## config.mk

```make
export PLATFORM = sky130hd
export DESIGN_NAME = i2c_strap_slave
export DESIGN_NICKNAME = d
export VERILOG_FILES = /design/src/rtl/i2c_strap_pkg.sv /design/src/rtl/i2c_bus_sync.sv /design/src/rtl/i2c_strap_decode.sv /design/src/rtl/i2c_slave_fsm.sv /design/src/rtl/i2c_strap_slave.sv
export SDC_FILE = /design/constraint.sdc
export NUM_CORES = 1
export LEC_CHECK = 0
export ABC_AREA = 1
export ABC_CLOCK_PERIOD_IN_PS = 2300
export BUFFER_PORTS_ARGS = -buffer_cell sky130_fd_sc_hd__buf_2
export CAP_MARGIN = 10
export CELL_PAD_IN_SITES_DETAIL_PLACEMENT = 1
export CELL_PAD_IN_SITES_GLOBAL_PLACEMENT = 1
export CORE_MARGIN = 3
export CORE_UTILIZATION = 40
export DETAILED_ROUTE_END_ITERATION = 12
export GPL_ROUTABILITY_DRIVEN = 0
export GPL_TIMING_DRIVEN = 0
export PLACE_DENSITY = 0.81
export SYNTH_ARGS = -nofsm -noshare
export SYNTH_HDL_FRONTEND = slang
export SYNTH_SLANG_ARGS = --single-unit
export TNS_END_PERCENT = 50
```

## constraint.sdc

```tcl
create_clock -name clk_i -period 2.3 [get_ports clk_i]
set_input_delay 0.23 -clock clk_i [delete_from_list [all_inputs] [get_ports clk_i]]
set_output_delay 0.23 -clock clk_i [all_outputs]
set_load 0.02 [all_outputs]
```

## src/rtl/i2c_strap_pkg.sv

```systemverilog
package i2c_strap_pkg;
  localparam int BYTE_W = 8;
  localparam int ADDR_W = 7;
  localparam int SEL_W  = 2;

  typedef enum logic [2:0] {
    ST_IDLE,
    ST_ADDR,
    ST_ADDR_ACK,
    ST_WR_DATA,
    ST_WR_ACK,
    ST_RD_DATA,
    ST_WAIT
  } slv_state_e;
endpackage

```

## src/rtl/i2c_bus_sync.sv

```systemverilog
module i2c_bus_sync #(
  parameter int SYNC_STAGES = 2
) (
  input  logic clk_i,
  input  logic rst_ni,
  input  logic scl_i,
  input  logic sda_i,
  input  logic strap_i,
  output logic scl_s_o,
  output logic sda_s_o,
  output logic strap_s_o,
  output logic scl_rise_o,
  output logic scl_fall_o,
  output logic sda_edge_o,
  output logic start_o,
  output logic stop_o
);
  localparam int LINES = 3;

  logic [LINES-1:0] raw, synced;
  logic scl_p, sda_p, start_hi;
  logic stop_raw;

  assign raw = {strap_i, sda_i, scl_i};

  for (genvar g = 0; g < LINES; g++) begin : g_sync
    logic [SYNC_STAGES-1:0] chain;
    always_ff @(posedge clk_i or negedge rst_ni) begin
      if (!rst_ni) chain <= '1;
      else         chain <= {chain[SYNC_STAGES-2:0], raw[g]};
    end
    assign synced[g] = chain[SYNC_STAGES-1];
  end

  assign scl_s_o   = synced[0];
  assign sda_s_o   = synced[1];
  assign strap_s_o = synced[2];

  always_ff @(posedge clk_i or negedge rst_ni) begin
    if (!rst_ni) begin
      scl_p <= 1'b1;
      sda_p <= 1'b1;
    end else begin
      scl_p <= scl_s_o;
      sda_p <= sda_s_o;
    end
  end

  assign scl_rise_o = scl_s_o & ~scl_p;
  assign scl_fall_o = ~scl_s_o & scl_p;
  assign sda_edge_o = sda_s_o ^ sda_p;
  assign start_o    = scl_s_o & scl_p & sda_p & ~sda_s_o;
  assign stop_raw   = scl_s_o & scl_p & ~sda_p & sda_s_o;

  // START opens a high period in which a STOP is not legal
  always_ff @(posedge clk_i or negedge rst_ni) begin
    if (!rst_ni)       start_hi <= 1'b0;
    else if (start_o)  start_hi <= 1'b1;
    else if (!scl_s_o) start_hi <= 1'b0;
  end

  assign stop_o = stop_raw & ~start_hi;

  AST_NO_STOP_AFTER_START: assert property (@(posedge clk_i) disable iff (!rst_ni)
    ($past(start_o) && scl_s_o && $past(scl_s_o)) |-> !stop_o)
    else $error("stop accepted inside start high period");
endmodule

```

## src/rtl/i2c_strap_decode.sv

```systemverilog
module i2c_strap_decode
  import i2c_strap_pkg::*;
#(
  parameter int LOCK_EDGES = 32
) (
  input  logic             clk_i,
  input  logic             rst_ni,
  input  logic             scl_s_i,
  input  logic             sda_s_i,
  input  logic             strap_s_i,
  input  logic             scl_edge_i,
  input  logic             sda_edge_i,
  output logic [SEL_W-1:0] sel_o
);
  localparam int CNT_W = $clog2(LOCK_EDGES + 1);
  localparam logic [CNT_W-1:0] LOCK_AT = CNT_W'(LOCK_EDGES);
  localparam logic [CNT_W-1:0] MIN_SCL = CNT_W'(2);

  logic [CNT_W-1:0] scl_cnt;
  logic [1:0]       sda_cnt;
  logic             mis_scl, mis_sda, locked;
  logic [SEL_W-1:0] sel_q, sel_d;

  assign locked = (scl_cnt == LOCK_AT);

  always_ff @(posedge clk_i or negedge rst_ni) begin
    if (!rst_ni) begin
      scl_cnt <= '0;
      sda_cnt <= '0;
      mis_scl <= 1'b0;
      mis_sda <= 1'b0;
    end else if (!locked) begin
      if (scl_edge_i) scl_cnt <= scl_cnt + 1'b1;
      if (sda_edge_i && sda_cnt != 2'd3) sda_cnt <= sda_cnt + 1'b1;
      if (strap_s_i != scl_s_i) mis_scl <= 1'b1;
      if (strap_s_i != sda_s_i) mis_sda <= 1'b1;
    end
  end

  always_comb begin
    if (!mis_scl && scl_cnt >= MIN_SCL)   sel_d = 2'b11;
    else if (!mis_sda && sda_cnt != 2'd0) sel_d = 2'b10;
    else                                  sel_d = {1'b0, strap_s_i};
  end

  always_ff @(posedge clk_i or negedge rst_ni) begin
    if (!rst_ni)      sel_q <= '0;
    else if (!locked) sel_q <= sel_d;
  end

  assign sel_o = sel_q;

  AST_SEL_FROZEN: assert property (@(posedge clk_i) disable iff (!rst_ni)
    (locked && $past(locked)) |-> $stable(sel_q))
    else $error("strap selection moved after lock");
endmodule

```

## src/rtl/i2c_slave_fsm.sv

```systemverilog
module i2c_slave_fsm
  import i2c_strap_pkg::*;
(
  input  logic              clk_i,
  input  logic              rst_ni,
  input  logic              scl_s_i,
  input  logic              sda_s_i,
  input  logic              scl_rise_i,
  input  logic              scl_fall_i,
  input  logic              start_i,
  input  logic              stop_i,
  input  logic [ADDR_W-1:0] own_addr_i,
  output logic              sda_oe_o,
  output logic              wr_stb_o,
  output logic [BYTE_W-1:0] wr_data_o,
  output logic              rd_req_o,
  input  logic [BYTE_W-1:0] rd_data_i
);
  localparam logic [2:0] LAST_BIT = 3'(BYTE_W - 1);

  slv_state_e        state;
  logic [2:0]        bit_cnt;
  logic [BYTE_W-1:0] rx_sr, tx_sr;
  logic              byte_done, is_read, oe_q;
  logic [BYTE_W-1:0] rx_next;

  assign rx_next = {rx_sr[BYTE_W-2:0], sda_s_i};

  always_ff @(posedge clk_i or negedge rst_ni) begin
    if (!rst_ni) begin
      state     <= ST_IDLE;
      bit_cnt   <= '0;
      rx_sr     <= '0;
      tx_sr     <= '0;
      byte_done <= 1'b0;
      is_read   <= 1'b0;
      oe_q      <= 1'b0;
      wr_stb_o  <= 1'b0;
      wr_data_o <= '0;
      rd_req_o  <= 1'b0;
    end else begin
      wr_stb_o <= 1'b0;
      rd_req_o <= 1'b0;
      if (start_i) begin
        state     <= ST_ADDR;
        bit_cnt   <= '0;
        byte_done <= 1'b0;
        oe_q      <= 1'b0;
      end else if (stop_i) begin
        state     <= ST_IDLE;
        byte_done <= 1'b0;
        oe_q      <= 1'b0;
      end else begin
        unique case (state)
          ST_ADDR, ST_WR_DATA: begin
            if (scl_rise_i) begin
              rx_sr   <= rx_next;
              bit_cnt <= bit_cnt + 1'b1;
              if (bit_cnt == LAST_BIT) begin
                byte_done <= 1'b1;
                if (state == ST_WR_DATA) begin
                  wr_stb_o  <= 1'b1;
                  wr_data_o <= rx_next;
                end
              end
            end else if (scl_fall_i && byte_done) begin
              byte_done <= 1'b0;
              if (state == ST_WR_DATA) begin
                oe_q  <= 1'b1;
                state <= ST_WR_ACK;
              end else if (rx_sr[BYTE_W-1:1] == own_addr_i) begin
                oe_q    <= 1'b1;
                is_read <= rx_sr[0];
                state   <= ST_ADDR_ACK;
              end else begin
                state <= ST_WAIT;
              end
            end
          end
          ST_ADDR_ACK: begin
            if (scl_rise_i && is_read) rd_req_o <= 1'b1;
            if (scl_fall_i) begin
              bit_cnt <= '0;
              if (is_read) begin
                tx_sr <= rd_data_i;
                oe_q  <= ~rd_data_i[BYTE_W-1];
                state <= ST_RD_DATA;
              end else begin
                oe_q  <= 1'b0;
                state <= ST_WR_DATA;
              end
            end
          end
          ST_WR_ACK: begin
            if (scl_fall_i) begin
              oe_q    <= 1'b0;
              bit_cnt <= '0;
              state   <= ST_WR_DATA;
            end
          end
          ST_RD_DATA: begin
            if (scl_fall_i) begin
              if (bit_cnt == LAST_BIT) begin
                oe_q  <= 1'b0;
                state <= ST_WAIT;
              end else begin
                tx_sr   <= {tx_sr[BYTE_W-2:0], 1'b0};
                oe_q    <= ~tx_sr[BYTE_W-2];
                bit_cnt <= bit_cnt + 1'b1;
              end
            end
          end
          default: ;
        endcase
      end
    end
  end

  assign sda_oe_o = oe_q;

  AST_OE_MOVES_SCL_LOW: assert property (@(posedge clk_i) disable iff (!rst_ni)
    (oe_q != $past(oe_q)) |-> (!$past(scl_s_i) || $past(start_i) || $past(stop_i)))
    else $error("sda enable changed with scl high");
  AST_WAIT_RELEASED: assert property (@(posedge clk_i) disable iff (!rst_ni)
    (state == ST_WAIT) |-> !oe_q)
    else $error("sda driven while ignoring bus");
  AST_STOP_IDLES: assert property (@(posedge clk_i) disable iff (!rst_ni)
    (stop_i && !start_i) |=> (state == ST_IDLE && !oe_q))
    else $error("stop did not return to idle");
  AST_WR_STB_PULSE: assert property (@(posedge clk_i) disable iff (!rst_ni)
    wr_stb_o |=> !wr_stb_o)
    else $error("write strobe longer than one cycle");
  AST_RD_REQ_PULSE: assert property (@(posedge clk_i) disable iff (!rst_ni)
    rd_req_o |=> !rd_req_o)
    else $error("read request longer than one cycle");
endmodule

```

## src/rtl/i2c_strap_slave.sv

```systemverilog
module i2c_strap_slave
  import i2c_strap_pkg::*;
#(
  parameter logic [4:0] ADDR_HI     = 5'b10010,
  parameter int         LOCK_EDGES  = 32,
  parameter int         SYNC_STAGES = 2
) (
  input  logic              clk_i,
  input  logic              rst_ni,
  input  logic              scl_i,
  input  logic              sda_i,
  input  logic              strap_i,
  output logic              sda_oe_o,
  output logic              wr_stb_o,
  output logic [BYTE_W-1:0] wr_data_o,
  output logic              rd_req_o,
  input  logic [BYTE_W-1:0] rd_data_i
);
  logic scl_s, sda_s, strap_s;
  logic scl_rise, scl_fall, sda_edge, start_det, stop_det;
  logic [SEL_W-1:0]  sel;
  logic [ADDR_W-1:0] own_addr;

  i2c_bus_sync #(.SYNC_STAGES(SYNC_STAGES)) u_sync (
    .clk_i      (clk_i),
    .rst_ni     (rst_ni),
    .scl_i      (scl_i),
    .sda_i      (sda_i),
    .strap_i    (strap_i),
    .scl_s_o    (scl_s),
    .sda_s_o    (sda_s),
    .strap_s_o  (strap_s),
    .scl_rise_o (scl_rise),
    .scl_fall_o (scl_fall),
    .sda_edge_o (sda_edge),
    .start_o    (start_det),
    .stop_o     (stop_det)
  );

  i2c_strap_decode #(.LOCK_EDGES(LOCK_EDGES)) u_strap (
    .clk_i      (clk_i),
    .rst_ni     (rst_ni),
    .scl_s_i    (scl_s),
    .sda_s_i    (sda_s),
    .strap_s_i  (strap_s),
    .scl_edge_i (scl_rise | scl_fall),
    .sda_edge_i (sda_edge),
    .sel_o      (sel)
  );

  assign own_addr = {ADDR_HI, sel};

  i2c_slave_fsm u_fsm (
    .clk_i      (clk_i),
    .rst_ni     (rst_ni),
    .scl_s_i    (scl_s),
    .sda_s_i    (sda_s),
    .scl_rise_i (scl_rise),
    .scl_fall_i (scl_fall),
    .start_i    (start_det),
    .stop_i     (stop_det),
    .own_addr_i (own_addr),
    .sda_oe_o   (sda_oe_o),
    .wr_stb_o   (wr_stb_o),
    .wr_data_o  (wr_data_o),
    .rd_req_o   (rd_req_o),
    .rd_data_i  (rd_data_i)
  );

  AST_RESET_QUIET: assert property (@(posedge clk_i) disable iff (!rst_ni)
    $rose(rst_ni) |-> (!sda_oe_o && !wr_stb_o && !rd_req_o))
    else $error("outputs active out of reset");
endmodule

```

### Word-level counts from Yosys, hierarchy flattened

Cells that the tools add are included.
W data, S select, Z words.

* $add $sub $neg: 3
* $mul: 0
* div/mod/pow operators: 0
* $lt $le $gt $ge: 1
* equal/unequal tests: 29
* shift operators: 0
* mux-type cells: 56
* bitwise gates (word level): 22
* reduce and logical (&&, ||, !) cells: 27

Operator list (count)
* $mux W3: 17
* $mux W1: 29
* $mux W7: 4
* $reduce_and A7 Y1: 4
* $ne A4 B4 Y1 const B: 4
* $pmux W7 S2: 1
* $ne A2 B2 Y1 const B: 6
* $not A1 Y1: 12
* $pmux W3 S4: 1
* $reduce_and A6 Y1: 2
* $eq A3 B3 Y1 const B: 3
* $ne A3 B3 Y1 const B: 3
* $pmux W3 S3: 1
* $and A1 B1 Y1: 8
* $ne A4 B3 Y1 const B: 2
* $reduce_and A2 Y1: 4
* $reduce_bool A4 Y1: 2
* $eq A7 B7 Y1: 1
* $add A6 B1 Y6 const B: 1
* $eq A3 B2 Y1 const B: 2
* $eq A6 B6 Y1 const B: 1
* $ge A6 B2 Y1 const B: 1
* $reduce_bool A6 Y1: 1
* $logic_and A1 B1 Y1: 5
* other kinds (18): 23

* register bits after elaboration: 55
* bits in latches: 0
* memory bits (writable): 0
* bits in read-only memories: 0
* input bits: 13
* output and inout bits: 11
* logic and storage cells: 159
* memories: 0

### Depth between registers and ports, before layout

Gate-level depths: netlist of run 1.

* depth after elaboration: 8
* depth in mapped cells: 11
* mapped depth without buffers: 11

### Modules after synthesis

A second synthesis of run 1 with hierarchy kept.

* cell total of the unflattened synthesis: 343
* area, all modules: 2909.0 um^2

Modules (own cells, without submodules)
* i2c_slave_fsm: instances 1, cells each 230, area each 1880.6 um^2, seq. area each 850.8 um^2
* i2c_strap_decode: instances 1, cells each 82, area each 701.9 um^2, seq. area each 300.3 um^2
* i2c_bus_sync: instances 1, cells each 26, area each 307.8 um^2, seq. area each 235.2 um^2
* i2c_strap_slave: instances 1, cells each 5, area each 18.8 um^2, seq. area each 0.0 um^2

### Least setup slack after synthesis of run 1

No wires, ideal clock.

* path type: flip-flop to flip-flop
* from: register u_sync.g_sync[0].chain[1]
* to: register u_fsm.oe_q, in the netlist u_fsm.sda_oe_o
* library setup time: 0.117 ns
* data arrival time: 1.492 ns
* required time: 2.183 ns
* path slack: 0.691 ns
* stages on the path, launching flop included: 11
* buffers on the path: 0
* period minus slack after synthesis: 1.609 ns
* cells stage by stage: dfstp_2 ha_1 nand2_1 inv_1 nand2_1 nand4_2 nand2_1 nor2_1 nand2_1 nand2_1 nand2_1

* longest elaborated chain between the ends: 6
* elaborated cells on any way between the ends: 20
* classes of those cells: eq/ne: 6; mux: 2; bitwise: 9; reduce/logical: 3

Ends and longest elaborated chain
* start: declaration: line i2c_bus_sync.sv:27 `logic [SYNC_STAGES-1:0] chain;`
* start signal: assignment: line i2c_bus_sync.sv:30 `else chain <= {chain[SYNC_STAGES-2:0], raw[g]};`
* $and A1 B1 Y1: line i2c_bus_sync.sv:52, i2c_bus_sync.sv:53
* $and A1 B1 Y1 (2 in a row): line i2c_bus_sync.sv:53 `assign stop_raw = scl_s_o & scl_p & ~sda_p & sda_s_o;`
* $and A1 B1 Y1: line i2c_bus_sync.sv:62 `assign stop_o = stop_raw & ~start_hi;`
* $ne A5 B3 Y1 (no line), or another cell as far along
* $reduce_and A7 Y1 (no line) or $mux W1 (tied branches)
* end signal: assignment: line i2c_slave_fsm.sv:86 `oe_q <= ~rd_data_i[BYTE_W-1];`
* end signal: assignment: line i2c_slave_fsm.sv:108 `oe_q <= ~tx_sr[BYTE_W-2];`
* end: declaration: line i2c_slave_fsm.sv:24 `logic byte_done, is_read, oe_q;`

Several ways; a longest one is shown, not always the timed one.
A chain may end at the register's enable or synchronous reset.

### Worst setup path in the final report of run 1

* from: register u_sync.g_sync[0].chain[1]
* to: register u_fsm.state[1]

* longest elaborated chain between the ends: 6
* elaborated cells on any way between the ends: 20
* classes of those cells: eq/ne: 6; mux: 2; bitwise: 9; reduce/logical: 3

Ends and longest elaborated chain
* $and A1 B1 Y1: line i2c_bus_sync.sv:52, i2c_bus_sync.sv:53
* $and A1 B1 Y1 (2 in a row): line i2c_bus_sync.sv:53
* $and A1 B1 Y1: line i2c_bus_sync.sv:62
* $ne A4 B3 Y1 (no line), or another cell as far along
* $reduce_and A7 Y1 (no line) or $mux W3 (tied branches)
* end signal: assignment: line i2c_slave_fsm.sv:31 `state <= ST_IDLE;`
* end signal: assignment: line i2c_slave_fsm.sv:45 `state <= ST_ADDR;`
* end signal: assignment: line i2c_slave_fsm.sv:50 `state <= ST_IDLE;`
* end: declaration: line i2c_slave_fsm.sv:21 `slv_state_e state;`

Several ways; a longest one is shown, not always the timed one.

==> impl_results.md, run 1 <==
- Status: finished clean
- Row cnt: 29
- Syn Area/Cell: about 8.3 µm²
- Share of cells above drive strength 1: 18.4%
- Clock power frac: 18.6%
- Syn nets: 352
- Met1 GRT Util: a little under a quarter
- MaxCap Viol Count: 0
- 1st-pass router iterations: 4
- Worst-Skew Late Latency: approximately 0.32 ns
- Relative max-transition margin: 58.9%
- Top cell type's share of synthesized area: 42.8%
- Total GRT Usage: 17.2%
- WL/cell: 13.5 µm
- Post-cts sizing count: 0
- Die width: 88.9 µm
- PwrDens: approximately 1000 nW/µm²
- H-tree depth: 2
- DPL Wire Length: around 4500 µm
- Routed wire length: 5970 µm
- Tot Pwr: approximately 3100 µW
- Min Tclk post-route: around 1.9 ns
- Via Count: 2205
- Global routing's busiest layer: met2
- Core box area: 6490 µm²
- Number of diodes: 0
- Net Sw Frac: between 40% and 50%
- Synth Instances: around 330
- Synth area leaders: dfrtp_1 (43%), nand2_1 (12%), dfstp_2 (7.7%)
- FF+latch count, synth: 55
- I/O Pins: 24
- Distinct cells, synth: 33
- Switch Pwr: between 1000 and 1500 µW
- Post-Syn Area: between 2000 and 3000 µm²
- Worst path most repeated cell: nand2_1
- Leakage Power: around 0.0017 µW
- CTS buffer count: 5
- Area delta synth->final: 13.4%
- Die area: between 7000 and 8000 µm²
- Clk_skew: 0.0136 ns
- Initial Utilization: 42.3%
- Filler cells: 793
- GR Util met2: 27.9%
- Sequential share of power: around 45%
- Final Max Tran Viols: 0
- Setup tns final: 0 ns
- EDFF count, synth: 0
- Final setup vio count: 0
- Crit path cell chain: ha_1 -> nand2_1 -> inv_1 -> nand2_1 -> nand2_2 -> nor2_1 -> nor2_1 -> nand4_1 -> nand2_1 -> nand2_1
- YS warnings: 0
- CP max FO: 5
- RSZ-0062 raised after global routing: no
- Avg Vias per Cell: 4.99
- Count leader, synth: nand2_1
- Vias in the first global route: 2327
- Grt met3 use: ~3.3%
- CTS Buffer Depth: 2
- First-pass GRT wire length: 10600 µm
- Root Buffer: clkbuf_8
- Hold crit path type: input pin to flop
- Slowest CP cell: dfstp_2
- DRT iter0 DRCs: 80
- Pint: around 1900 µW
- Async SR Flop Fraction: 100%
- VDD IR max: about 450 µV
- Combinational share of power: about 37%
- Clock transition at the registers of the reported paths: 0.10 ns
- Largest net degree at the start of global routing: 30
- Die Height: 88.9 µm
- PortBufs: 23
- Reg area: 1390 µm²
- Worst-margin pin slew: 0.616 ns
- Critical Setup Path Class: flop to flop
- Crit path DAT: ~2.1 ns
- Nets: 387
- Initial antenna violation count: 0
- Setup crit start kind: flop
- Synth area leader: dfrtp_1
- Fin. Hold Viols: 0
- Sequential fraction of the synthesis area: around half
- DRC: 0
- Fin crit share: about 82%
- CP Capture Type: flop
- GRT overflow: 0
- WP data required: 2.51 ns
- Main synth FF type: dfrtp_1
- CTS tree: yes
- Clock Sinks: between 50 and 60
- Fmax: 0.527 GHz
- Footprint of the multi-input gates: 1160 µm²
- Top cells by count, synth: nand2_1 (89), dfrtp_1 (47), inv_1 (40)
- Routed Antenna Nets: 0
- Max incr delay on CP: approximately 0.59 ns
-- power by group through the flow --
stage | combinational (µW) | clock, µW | sequential (µW)
floorplan | 868 | 0 | 1380
global placement | 1100 | 0 | 1390
detailed placement | 1160 | 0 | 1410
CTS | 1170 | 603 | 1390
global route | 1360 | 646 | 1430
finish | 1150 | 582 | 1390
-- cell type report --
class / instances / share of cell area (%)
Clock inverter: 2 / 0.442
Buffer: 4 / 0.884
Tap cell: 77 / 3.09
Multi-Input combinational cell: 224 / 37.2
Clock buffer: 6 / 2.65
Inverter: 46 / 5.54
Sequential cell: 55 / 44.5
Timing Repair Buffer: 28 / 5.62
-- through the flow --
stage	utilization (%)	cells	instance area [µm²]	worst slack (ns)	hold slack, ns
2_1_floorplan	-	329	2750	0.691	-0.0656
3_3_place_gp	45.5	429	2960	0.411	0.335
3_5_place_dp	45.8	430	2980	0.395	0.285
4_1_cts	47.9	442	3110	0.386	0.160
5_1_grt	47.9	442	3110	0.196	0.195
6_report	47.9	442	3110	0.403	0.168
-- flip-flops by register name, indices dropped and copies added, names as in the netlist, 2 cells and up --
register             flops
u_fsm.rx_sr              8
u_fsm.wr_data_o          8
u_fsm.tx_sr              7
u_strap.scl_cnt          6
u_sync.g_sync.chain      6
u_fsm.bit_cnt            3
u_fsm.state              3
u_strap.sda_cnt          2
u_strap.sel_o            2
-- metal layers --
metal	vias to the layer above	share of wire, %	wire [µm]
met5	-	0	0
met4	0	1.8	110
met3	10	2.7	159
met2	26	47	2820
met1	1064	48	2880
li1	1105	-	-
-- timing repair --
item | CTS | global route
hold buffers | 4 | 0
endpoints found under the setup margin | 0 | 0
hold endpoints to repair | 22 | 0
buffers inserted | 0 | 0
-- cells in the final DEF, fill, tap and decap left out, types with 2 or more instances in the layout --
master and n:
a21oi_1 12, a31oi_1 2, buf_2 24, clkbuf_8 6, dfrtp_1 47, dfstp_2 8, dlygate4sd3_1 4, ha_1 10
inv_1 40, inv_2 6, nand2_1 89, nand2_2 3, nand3_1 10, nand3_2 3, nand4_1 7, nor2_1 33
nor2_2 4, nor3_1 5, o21ai_0 23, o21ai_1 4, o21ai_2 2, xnor2_1 2, xor2_1 6
-- worst max-delay path, delay by kind of cell, from the launching register on --
kind / cells / cell delay (ns)
simple gates: 8 / 0.93
buf+inv: 1 / 0.06
fa+ha+maj: 1 / 0.22
flops: 1 / 0.59
-- path summary, 6_finish.rpt --
| path | startpoint | cells after the start | to | slack [ns] |
|---|---|---|---|---|
| max reg2reg | u_sync.g_sync[0].chain[1] | 10 | u_fsm.state[1] | 0.40 |
| min | rd_data_i[0] | 3 | u_fsm.tx_sr[0] | 0.17 |
| max in group asynchronous | rst_ni | 3 | u_sync.sda_p | 1.21 |
| min reg2reg | u_sync.g_sync[0].chain[0] | 0 | u_sync.g_sync[0].chain[1] | 0.36 |
| min in group asynchronous | rst_ni | 2 | u_strap.sda_cnt[0] | 0.46 |
| max | u_sync.g_sync[0].chain[1] | 10 | u_fsm.state[1] | 0.40 |
-- cell families (layout without fill, tap and decap cells) --
kind of cell	count (synthesis)	count (layout)	synth area share, %
AOI/OAI and AO/OA	46	46	9.07
xor gates and xnor gates	8	8	2.55
adders and majority gates	10	10	4.56
buffers and inverters	50	86	7.29
DFF	55	55	50.5
and+or+nand+nor	160	160	26.1
No activity file was read; power rests on OpenSTA's default activity.
==> run 2, diff against run 1 <==
--- a/config.mk
+++ b/config.mk
@@ -6,7 +6,7 @@
 export NUM_CORES = 1
 export LEC_CHECK = 0
 export ABC_AREA = 1
-export ABC_CLOCK_PERIOD_IN_PS = 2300
+export ABC_CLOCK_PERIOD_IN_PS = 1900
 export BUFFER_PORTS_ARGS = -buffer_cell sky130_fd_sc_hd__buf_2
 export CAP_MARGIN = 10
 export CELL_PAD_IN_SITES_DETAIL_PLACEMENT = 1
==> constraint.sdc (replaced) <==
create_clock -name clk_i -period 1.9 [get_ports clk_i]
set_input_delay 0.19 -clock clk_i [delete_from_list [all_inputs] [get_ports clk_i]]
set_output_delay 0.19 -clock clk_i [all_outputs]
set_load 0.02 [all_outputs]
==> run 2 against run 1 <==
Compared with the run above:
- combinational power grew 23%
- routed wire length increased by 3.4%
- sequential cell count is the same
- register-to-register slack worse by 0.29 ns
- core utilization grew 1.5 points
- cell count grew 1.4%
- via count increased by 0.63%
- count of clock-buffer cells in the layout unchanged
- critical endpoint is now u_fsm.wr_data_o[0]
==> impl_results.md, run 2 (same netlist as run 1, synthesis figures left out) <==
- Status: finished clean
- Fin crit share: 94.3% (+12 points)
- DP Cell Count: 430 (unchanged)
- H-tree depth: 2 (unchanged)
- CP max FO: 10 (+5)
- Setup tns final: 0 ns (unchanged)
- Crit path DAT: 2.00 ns (-0.11 ns)
- Initial antenna violation count: 0 (unchanged)
- Initial Utilization: 42.3% (unchanged)
- Share of cells above drive strength 1: 21.6% (+3.2 points)
- Routed wire length: 6170 µm (+3.4%)
- CP Capture Type: flop
- Die Height: 88.9 µm (unchanged)
- Non-filler instance count after layout: 448 (+1.4%)
- RR Startpoint: u_sync.g_sync[0].chain[1]
- PortBufs: 23 (unchanged)
- CTS tree: yes
- Nets: 393 (+1.6%)
- Hold crit path type: input pin to flop
- Clock Sinks: 55 (unchanged)
- Largest net degree at the start of global routing: 30 (unchanged)
- Final setup vio count: 0 (unchanged)
- Clock transition at the registers of the reported paths: 0.10 ns (about the same)
- Vias in the first global route: 2305 (-0.95%)
- WL/cell: 13.8 µm (+2.0%)
- MaxCap Viol Count: 0 (unchanged)
- Leakage Power: 0.00167 µW (+1.1%)
- Worst-margin pin slew: 0.624 ns (+0.00774 ns)
- 1st-pass router iterations: 4 (unchanged)
- DRC: 0 (unchanged)
- CTS Buffer Depth: 2 (unchanged)
- GRT overflow: 0 (unchanged)
- DPL Wire Length: 4490 µm (unchanged)
- DRT iter0 DRCs: 61 (-24%)
- Fmax: 0.558 GHz (+5.9%)
- Fin util: 49.5% (+1.5 points)
- Root Buffer: clkbuf_8
- Routed Antenna Nets: 0 (unchanged)
- VDD IR max: 539 µV (+21%)
- CTS buffer count: 5 (unchanged)
- First-pass GRT wire length: 10600 µm (+0.45%)
- Core box area: 6490 µm² (unchanged)
- Worst-Skew Late Latency: 0.32 ns (about the same)
- Total GRT Usage: 17.3% (+0.058 points)
- Clk_skew: 0.0109 ns (-0.00262 ns)
- Row cnt: 29 (unchanged)
- Fin. Hold Viols: 0 (unchanged)
- Critical Setup Path Class: flop to flop
- Final Max Tran Viols: 0 (unchanged)
- Avg Vias per Cell: 4.95 (-0.71%)
- PwrDens: 1190 nW/µm² (+18%)
- HP Start: rd_data_i[0]
- Top Registers: u_fsm.rx_sr (8), u_fsm.wr_data_o (8), u_fsm.tx_sr (7)
- Commonest cells after routing, fill and taps aside: nand2_1 (87), dfrtp_1 (47), inv_1 (38)
- Relative max-transition margin: 58.4% (-0.52 points)
- Min Tclk post-route: 1.79 ns (-0.106 ns)
- Setup crit start kind: flop
- WP data required: 2.11 ns (-0.40 ns)
- Number of diodes: 0 (unchanged)
- Filler cells: 794 (+0.13%)
- I/O Pins: 24 (unchanged)
- Die area: 7900 µm² (unchanged)
- Most common cell after layout, fill and taps aside: nand2_1
- Reg2reg setup slack: 0.11 ns (-0.29 ns)
- RSZ-0062 raised after global routing: yes
- Area delta synth->final: 17.0%
- Via Count: 2219 (+0.63%)
- Crit. Startpoint: u_sync.g_sync[0].chain[1]
- Die width: 88.9 µm (unchanged)
run 2: worst max-delay path, stage by stage, from the launching register on:
cell and delay [ns]:
dfstp_2 0.41, ha_4 0.17, nand2_1 0.12, nor2_2 0.07, nor2_4 0.23, nand2_4 0.09
nor3_4 0.23, buf_12 0.15, buf_6 0.14, a21oi_1 0.08
run 2: report_power, final:
part           switching (µW)  internal, µW
sequential                217          1470
clock                     405           299
combinational             921           501
run 2: worst paths after layout:
kind                       cells past startpoint                   endpoint
setup / recovery                               9         u_fsm.wr_data_o[0]
hold reg to reg                                0  u_sync.g_sync[0].chain[1]
setup reg to reg                               9         u_fsm.wr_data_o[0]
max in group asynchronous                      3               u_sync.sda_p
min in group asynchronous                      2             u_fsm.sda_oe_o
hold / removal                                 3             u_fsm.tx_sr[0]
run 2: what timing repair did:
item / 4_1_cts / 5_1_grt
hold buffers: 4 / 0
endpoints found under the hold margin: 22 / 0
pin swaps: 1 / 4
setup buffers: 1 / 5
resized for setup: 0 / 11
setup endpoints to repair: 6 / 33
run 2: routing by layer:
| layer | vias to the layer above | GRT usage (%) | routed length (µm) | part of all wire (%) |
|---|---|---|---|---|
| met5 | - | 0 | 0 | 0 |
| li1 | 1121 | - | - | - |
| met1 | 1063 | 23.1 | 2900 | 47 |
| met3 | 8 | 3.26 | 166 | 2.7 |
| met2 | 27 | 28.3 | 3020 | 49 |
| met4 | 0 | 5.63 | 88 | 1.4 |
run 2: final cells by class:
cell class | instances | area [µm²] | area share [%]
buffer | 4 | 27.5 | 0.857
clock buffer | 6 | 82.6 | 2.57
clock inverter | 2 | 13.8 | 0.428
inverter | 46 | 173 | 5.37
multi-input combinational | 224 | 1200 | 37.4
sequential | 55 | 1390 | 43.1
tap | 77 | 96.3 | 3.00
timing repair buffer | 34 | 233 | 7.24
run 2: through the flow:
stage	total power, µW	instance area (µm²)	setup WS [ns]	hold WS, ns
after CTS	3830	3130	-0.00594	0.120
final	3810	3210	0.109	0.126
after global placement	3020	2960	0.0107	0.295
after floorplan	2720	2750	0.291	-0.106
after detailed placement	3110	2980	-0.00481	0.245
after global routing	4190	3210	-0.0353	0.152
